[config.mk]
export PLATFORM = sky130hd
export DESIGN_NAME = tlb_walk_assist
export DESIGN_NICKNAME = d
export VERILOG_FILES = /design/src/rtl/tlb_walk_assist.sv
export SDC_FILE = /design/constraint.sdc
export NUM_CORES = 2
export LEC_CHECK = 0
export CORE_MARGIN = 1
export CORE_UTILIZATION = 45
export CTS_BUF_LIST = sky130_fd_sc_hd__clkbuf_2 sky130_fd_sc_hd__clkbuf_4 sky130_fd_sc_hd__clkbuf_8
export DETAILED_ROUTE_END_ITERATION = 8
export DONT_BUFFER_PORTS = 1
export GPL_ROUTABILITY_DRIVEN = 0
export SETUP_SLACK_MARGIN = 0.3
export SYNTH_ARGS = -nofsm -noshare
export SYNTH_HDL_FRONTEND = slang
export SYNTH_SLANG_ARGS = --single-unit
[constraint.sdc]
create_clock -name clk -period 18 [get_ports clk]
set_input_delay 0.9 -clock clk [delete_from_list [all_inputs] [get_ports clk]]
set_output_delay 0.9 -clock clk [all_outputs]
set_load 0.01 [all_outputs]
[src/rtl/tlb_walk_assist.sv]
module tlb_walk_assist #(
  parameter int ENTRIES = 32,
  parameter int RSV     = 4,
  parameter int ASID_W  = 4
) (
  input  logic        clk,
  input  logic        rst_n,
  input  logic        spr_we,
  input  logic [2:0]  spr_sel,
  input  logic [31:0] spr_wdata,
  output logic [31:0] spr_rdata,
  input  logic        lk_valid,
  input  logic [31:0] lk_ea,
  output logic        lk_hit,
  output logic [31:0] lk_pa,
  output logic [11:0] lk_flags,
  output logic [5:0]  lk_attr
);
  localparam int IDX_W     = $clog2(ENTRIES);
  localparam int LAST      = ENTRIES - 1;
  localparam int KEEP_LAST = ENTRIES - RSV - 1;
  localparam logic [2:0] SEL_CTRL = 3'd0, SEL_EPN = 3'd1, SEL_CTX = 3'd2,
                         SEL_WB = 3'd3, SEL_WC = 3'd4, SEL_RPN = 3'd5;

  logic [IDX_W-1:0]  idx_q, idx_nxt;
  logic              rsv_q, assist_q;
  logic [19:0]       epn_page_q;
  logic              epn_v_q;
  logic [ASID_W-1:0] epn_asid_q, ctx_q;
  logic [19:0]       wb_q, l2b_q;
  logic [3:0]        apg_q;
  logic [1:0]        ps_q;
  logic              grd_q, wt_q, sv_q;

  logic [ENTRIES-1:0] e_v;
  logic [19:0]        e_vpn  [ENTRIES];
  logic [19:0]        e_rpn  [ENTRIES];
  logic [19:0]        e_mask [ENTRIES];
  logic [ASID_W-1:0]  e_asid [ENTRIES];
  logic [1:0]         e_ps   [ENTRIES];
  logic [11:0]        e_flg  [ENTRIES];
  logic [5:0]         e_attr [ENTRIES];

  logic [ENTRIES-1:0] match;
  logic [IDX_W-1:0]   hit_idx;

  wire wr_ctrl = spr_we && spr_sel == SEL_CTRL;
  wire wr_epn  = spr_we && spr_sel == SEL_EPN;
  wire wr_ctx  = spr_we && spr_sel == SEL_CTX;
  wire wr_wb   = spr_we && spr_sel == SEL_WB;
  wire wr_wc   = spr_we && spr_sel == SEL_WC;
  wire wr_rpn  = spr_we && spr_sel == SEL_RPN;

  always_comb begin
    if (rsv_q)
      idx_nxt = (idx_q >= IDX_W'(KEEP_LAST)) ? '0 : idx_q + 1'b1;
    else
      idx_nxt = (idx_q == IDX_W'(LAST)) ? '0 : idx_q + 1'b1;
  end

  always_ff @(posedge clk) begin
    if (!rst_n) begin
      idx_q    <= '0;
      rsv_q    <= 1'b0;
      assist_q <= 1'b1;
    end else if (wr_ctrl) begin
      idx_q    <= spr_wdata[8 +: IDX_W];
      rsv_q    <= spr_wdata[27];
      assist_q <= spr_wdata[26];
    end else if (wr_rpn) begin
      idx_q    <= idx_nxt;
    end
  end

  always_ff @(posedge clk) begin
    if (!rst_n) begin
      epn_page_q <= '0;
      epn_v_q    <= 1'b0;
      epn_asid_q <= '0;
      ctx_q      <= '0;
      wb_q       <= '0;
      l2b_q      <= '0;
      apg_q      <= '0;
      ps_q       <= '0;
      grd_q      <= 1'b0;
      wt_q       <= 1'b0;
      sv_q       <= 1'b0;
    end else begin
      if (wr_epn) begin
        epn_page_q <= spr_wdata[31:12];
        epn_v_q    <= spr_wdata[9];
        epn_asid_q <= spr_wdata[ASID_W-1:0];
      end else if (lk_valid && !lk_hit) begin
        epn_page_q <= lk_ea[31:12];
        epn_asid_q <= ctx_q;
      end
      if (wr_ctx) ctx_q <= spr_wdata[ASID_W-1:0];
      if (wr_wb)  wb_q  <= spr_wdata[31:12];
      if (wr_wc) begin
        l2b_q <= spr_wdata[31:12];
        apg_q <= spr_wdata[8:5];
        grd_q <= spr_wdata[4];
        ps_q  <= spr_wdata[3:2];
        wt_q  <= spr_wdata[1];
        sv_q  <= spr_wdata[0];
      end
    end
  end

  always_ff @(posedge clk) begin
    if (!rst_n) begin
      for (int i = 0; i < ENTRIES; i++) begin
        e_v[i]    <= 1'b0;
        e_vpn[i]  <= '0;
        e_rpn[i]  <= '0;
        e_asid[i] <= '0;
        e_ps[i]   <= '0;
        e_flg[i]  <= '0;
        e_attr[i] <= '0;
      end
    end else if (wr_rpn) begin
      e_v[idx_q]    <= epn_v_q & sv_q;
      e_vpn[idx_q]  <= epn_page_q;
      e_asid[idx_q] <= epn_asid_q;
      e_ps[idx_q]   <= ps_q;
      e_rpn[idx_q]  <= spr_wdata[31:12];
      e_flg[idx_q]  <= spr_wdata[11:0];
      e_attr[idx_q] <= {apg_q, grd_q, wt_q};
    end
  end

  for (genvar gi = 0; gi < ENTRIES; gi++) begin : g_cmp
    assign e_mask[gi] = (e_ps[gi] == 2'b11) ? 20'h007FF :
                        (e_ps[gi] == 2'b01) ? 20'h0007F : 20'h00000;
    assign match[gi]  = e_v[gi] && (e_asid[gi] == ctx_q) &&
                        (((e_vpn[gi] ^ lk_ea[31:12]) & ~e_mask[gi]) == 20'h0);
  end

  always_comb begin
    lk_hit  = 1'b0;
    hit_idx = '0;
    for (int i = ENTRIES - 1; i >= 0; i--) begin
      if (match[i]) begin
        lk_hit  = 1'b1;
        hit_idx = IDX_W'(i);
      end
    end
  end

  assign lk_pa    = lk_hit ? {(e_rpn[hit_idx] & ~e_mask[hit_idx]) |
                              (lk_ea[31:12] & e_mask[hit_idx]), lk_ea[11:0]} : 32'h0;
  assign lk_flags = lk_hit ? e_flg[hit_idx]  : 12'h0;
  assign lk_attr  = lk_hit ? e_attr[hit_idx] : 6'h0;

  always_comb begin
    spr_rdata = 32'h0;
    case (spr_sel)
      SEL_CTRL: begin
        spr_rdata[27]          = rsv_q;
        spr_rdata[26]          = assist_q;
        spr_rdata[8 +: IDX_W]  = idx_q;
      end
      SEL_EPN: begin
        spr_rdata[31:12]       = epn_page_q;
        spr_rdata[9]           = epn_v_q;
        spr_rdata[ASID_W-1:0]  = epn_asid_q;
      end
      SEL_CTX: spr_rdata[ASID_W-1:0] = ctx_q;
      SEL_WB:  spr_rdata = {wb_q,  epn_page_q[19:10], 2'b00};
      SEL_WC:  spr_rdata = {l2b_q, epn_page_q[9:0],   2'b00};
      default: spr_rdata = 32'h0;
    endcase
  end


  ctrl_reset_chk: assert property (@(posedge clk)
    !rst_n |=> (idx_q == '0 && !rsv_q && assist_q && e_v == '0));


  commit_chk: assert property (@(posedge clk) disable iff (!rst_n)
    wr_rpn |=> (e_vpn[$past(idx_q)] == $past(epn_page_q) &&
                e_rpn[$past(idx_q)] == $past(spr_wdata[31:12])));


  wrap_chk: assert property (@(posedge clk) disable iff (!rst_n)
    (wr_rpn && !rsv_q && idx_q == IDX_W'(LAST)) |=> idx_q == '0);


  idx_window_chk: assert property (@(posedge clk) disable iff (!rst_n)
    (wr_rpn && rsv_q) |=> idx_q <= IDX_W'(KEEP_LAST));


  miss_latch_chk: assert property (@(posedge clk) disable iff (!rst_n)
    (lk_valid && !lk_hit && !wr_epn) |=>
      (epn_page_q == $past(lk_ea[31:12]) && epn_asid_q == $past(ctx_q)));
endmodule

==> flow_summary.toml <==
[global_routing]
grt_usage = 0.3008
grt_overflow_total = 0
grt_pass1_vias = 66670
grt.busiest_layer = "met2"
grt_pass1_wl_mm = 504.2
grt_max_degree = 134
antenna_found_initial = 34
use_met3 = 0.05956
use_met2 = 0.4828
use_met1 = 0.3847

[finish]
layout-drive-gt1-share = 0.1165
area_delta_synth_final_pct = 10.27
ff_latch_area_um2 = 63860
multi_input_area_um2 = 39520
nNetsFinal = 8354
fillers = 20180

[timing]
fin_skew_ns = 0.08519
hold_violations = 0
worst_slack_ns = 7.544
relSlewSlack = -0.08701
rsz0062_at_grt = "false"
slew_violations = 4
clock.fmax_mhz = 95.64
setup_tns_ns = 0
min_period_ns = 10.46
setup_viol = 0
hold_slack_ns = 0.08583
finalCritPeriodShare = 0.5809
tightest_slew_ns = 1.613

[die]
dieArea_um2 = 238000
ioPinCount = 154
start_util = 0.4521
coreArea_um2 = 235000
rows = 178
die_y_um = 487.9
fp.dieW_um = 487.9

[synthesis]
ys.warnings.count = 0
netlist_instances = 8408
synth_nets = 8484
synth_cell_types = 87
synth_area_um2 = 106200
ys_seq_area_frac = 0.6009
synth_edf_count = 2048
syn_area_per_cell_um2 = 12.64
ys.flop_type = "edfxtp_1"
ys_seq_elements = 2165
synth_top_area_frac = 0.5789
synth_largest_area_cell = "edfxtp_1"
async_reset_ff_frac = 0
yosys-top-cells-area = "edfxtp_1, and2_1, mux2i_1, xnor2_1, dfxtp_1"

[worst_setup_path]
ff2ff_path_depth = 11
r2r_setup_slack_ns = 12.77
worstSetupStartpointType = "flip-flop"
cp_top_family = "buffers and inverters"
path_max_fanout = 65
critPathCaptureType = "output port"
worstReg2RegStart = "ctx_q[1]"
crit_slowest_cell = "buf_4"
path_class = "flip-flop to output port"
worst-path-buf-inv = 5
arrival_ns = 9.56
r2r_end = "epn_asid_q[2]"
cp.required_ns = 17.10
worstPathCellList = "buf_4, xnor2_1, nand4_1, nor4_1, a22oi_1, o211ai_1, a311oi_1, o21ai_4, buf_4, buf_4, buf_4, buf_4, mux2i_1, mux2i_1, a22oi_1, nand2_1, nand2_1, o21ai_0"
slowest_delay_ns = 0.93
crit_top_cell = "buf_4"

[place]
hpwl_mm = 195.9
place_ws_ns = 8.960
io_buffers = 0

[drt]
post_drt_via_cell_ratio = 5.893
wl_mm = 363.1
drt_iter0_markers = 8355
drt_pre_antenna_iters = 9
wl_per_cell_um = 30.97
drc = 0
detail-route-antenna-nets = 0
vias = 69090

[run_status]
status = "finished, violations left"
failed_checks = "capacitance limit, slew limit"

[power_and_ir_drop]
seqPwrFrac = 0.525
p_int_mw = 8.352
power_mw = 10.93
switchingPower_mw = 2.573
p_leak_nw = 41.23
power_density_nw_per_um2 = 93.26
p_sw_frac = 0.2355
clock_power_share = 0.420
comb_power_share = 0.055
peakVddDrop_v = 0.00008960

[clocking]
cts_tree = "yes"
cts_buffers = 382
postCtsSetupRepairBufs = 0
cts_max_level = 5
holdBufCountCts = 36
root_buffer = "clkbuf_8"
cts_buffer_depth = 4
ctsResizeCount = 0
cts.sinks = 2165
clk_pin_slew_ns = 0.06
clk_latency_ns = 1.15

[worst_hold_path]
whs_endpoint = "epn_page_q[1]"
min_path_type = "input pin to flip-flop"
worstHoldStart = "spr_wdata[13]"
hold_depth = 3

[job]
cap_violations = 4
-- metal layers --
| metal | wire [um] | vias to the layer above |
|---|---|---|
| met5 | 26 | - |
| met4 | 20840 | 4 |
| met3 | 33790 | 832 |
| met2 | 167300 | 3687 |
| met1 | 141100 | 35000 |
| li1 | - | 29570 |
-- placed cells by master, fill, tap and decap left out, types with 53 or more instances in the layout --
| master | netlist | layout |
|---|---|---|
| inv_1 | 75 | 75 |
| buf_4 | 75 | 185 |
| dfxtp_1 | 117 | 106 |
| xor2_1 | 105 | 105 |
| a21boi_0 | 53 | 53 |
| clkbuf_8 | 0 | 404 |
| xnor2_1 | 662 | 662 |
| nand4_1 | 231 | 231 |
| mux2i_1 | 825 | 824 |
| o21ai_0 | 105 | 68 |
| nor2b_1 | 67 | 64 |
| clkinv_1 | 1 | 62 |
| a22oi_1 | 106 | 106 |
| edfxtp_1 | 2048 | 2048 |
| a21oi_1 | 131 | 131 |
| nor2_1 | 121 | 88 |
| clkbuf_4 | 0 | 139 |
| and2_1 | 2081 | 2079 |
| nand3_1 | 85 | 84 |
| nand2_1 | 321 | 321 |
| nor4_1 | 73 | 70 |
-- power by group through the flow --
stage,combinational (mW),sequential (mW),clock (mW)
2_1_floorplan,0.382,5.85,0
3_3_place_gp,0.533,5.83,0
3_5_place_dp,0.540,5.84,0
4_1_cts,0.598,5.74,4.62
5_1_grt,0.631,5.75,4.83
6_report,0.606,5.73,4.58
-- cells in the mapped netlist, drive strengths merged (8+ instances only) --
library cell,count
a41oi,25
nand2,322
o22ai,21
a211oi,49
mux2,49
a32oi,8
a22oi,106
nand3,86
clkbuf,506
a22o,15
dfxtp,117
a21boi,53
edfxtp,2048
nor3,19
nor4,74
a21o,27
nand2b,8
o32ai,25
inv,75
o41ai,14
o211a,24
xnor2,663
and3,21
o21ai,108
mux2i,825
o221ai,26
or4,9
and2,2081
nor2,122
nand4,231
nor2b,67
buf,230
a21oi,132
xor2,105
a2bb2oi,10
o221a,11
-- worst max path at each step --
| stage | startpoint | to | slack, ns | cells past startpoint |
|---|---|---|---|---|
| after global routing | ctx_q[1] | lk_flags[5] | 7.44 | 18 |
| after CTS | ctx_q[1] | lk_flags[5] | 7.75 | 18 |
| after floorplan | spr_sel[2] | e_asid[25][0] | 10.99 | 6 |
| final | ctx_q[1] | lk_flags[5] | 7.54 | 18 |
| after global placement | ctx_q[1] | lk_flags[5] | 9.00 | 18 |
| after detailed placement | ctx_q[1] | lk_flags[5] | 8.96 | 18 |
-- worst min-delay path: cells and delay by family --
kind | cells | cell delay (ns)
AOI/OAI and AO/OA | 1 | 0.13
and+or+nand+nor | 1 | 0.07
muxes | 1 | 0.05
-- cell type report --
| class | instances | share of cell area |
|---|---|---|
| Clock buffer | 543 | 0.05637 |
| Timing Repair Buffer | 222 | 0.01741 |
| Multi-Input combinational cell | 5431 | 0.3374 |
| Clock inverter | 119 | 0.007252 |
| Inverter | 76 | 0.002435 |
| Sequential cell | 2165 | 0.5451 |
| Antenna cell | 18 | 0.0003845 |
| Tap cell | 3150 | 0.03364 |
-- stage by stage --
stage | cell area, um2 | util | instances
floorplan | 106200 | - | 8408
global placement | 109000 | 0.4639 | 11010
detailed placement | 109000 | 0.4640 | 11010
CTS | 117100 | 0.4984 | 11710
global route | 117100 | 0.4984 | 11710
finish | 117100 | 0.4986 | 11720
-- flip-flops by register name, indices dropped and copies added (netlist names), 2 cells and up --
signal / flops
apg_q: 4
ctx_q: 4
e_rpn: 640
l2b_q: 20
ps_q: 2
e_vpn: 640
e_asid: 128
idx_q: 5
epn_page_q: 20
wb_q: 20
epn_asid_q: 4
e_flg: 384
e_attr: 192
e_v: 32
e_ps: 64
-- kinds of logic (layout without fill, tap and decap cells) --
family          after synthesis  in the layout  synth area share
simple gates               3071           3071            0.1701
flops                      2165           2165            0.6009
mux                         874            874           0.08292
buf+inv                     812            960           0.03390
xor+xnor                    768            768           0.06339
compound gates              713            713           0.04823
fa+ha+maj                     5              5         0.0005889
other cells                   0             18                 0
Note: power is estimated with default switching activity, not from simulation.
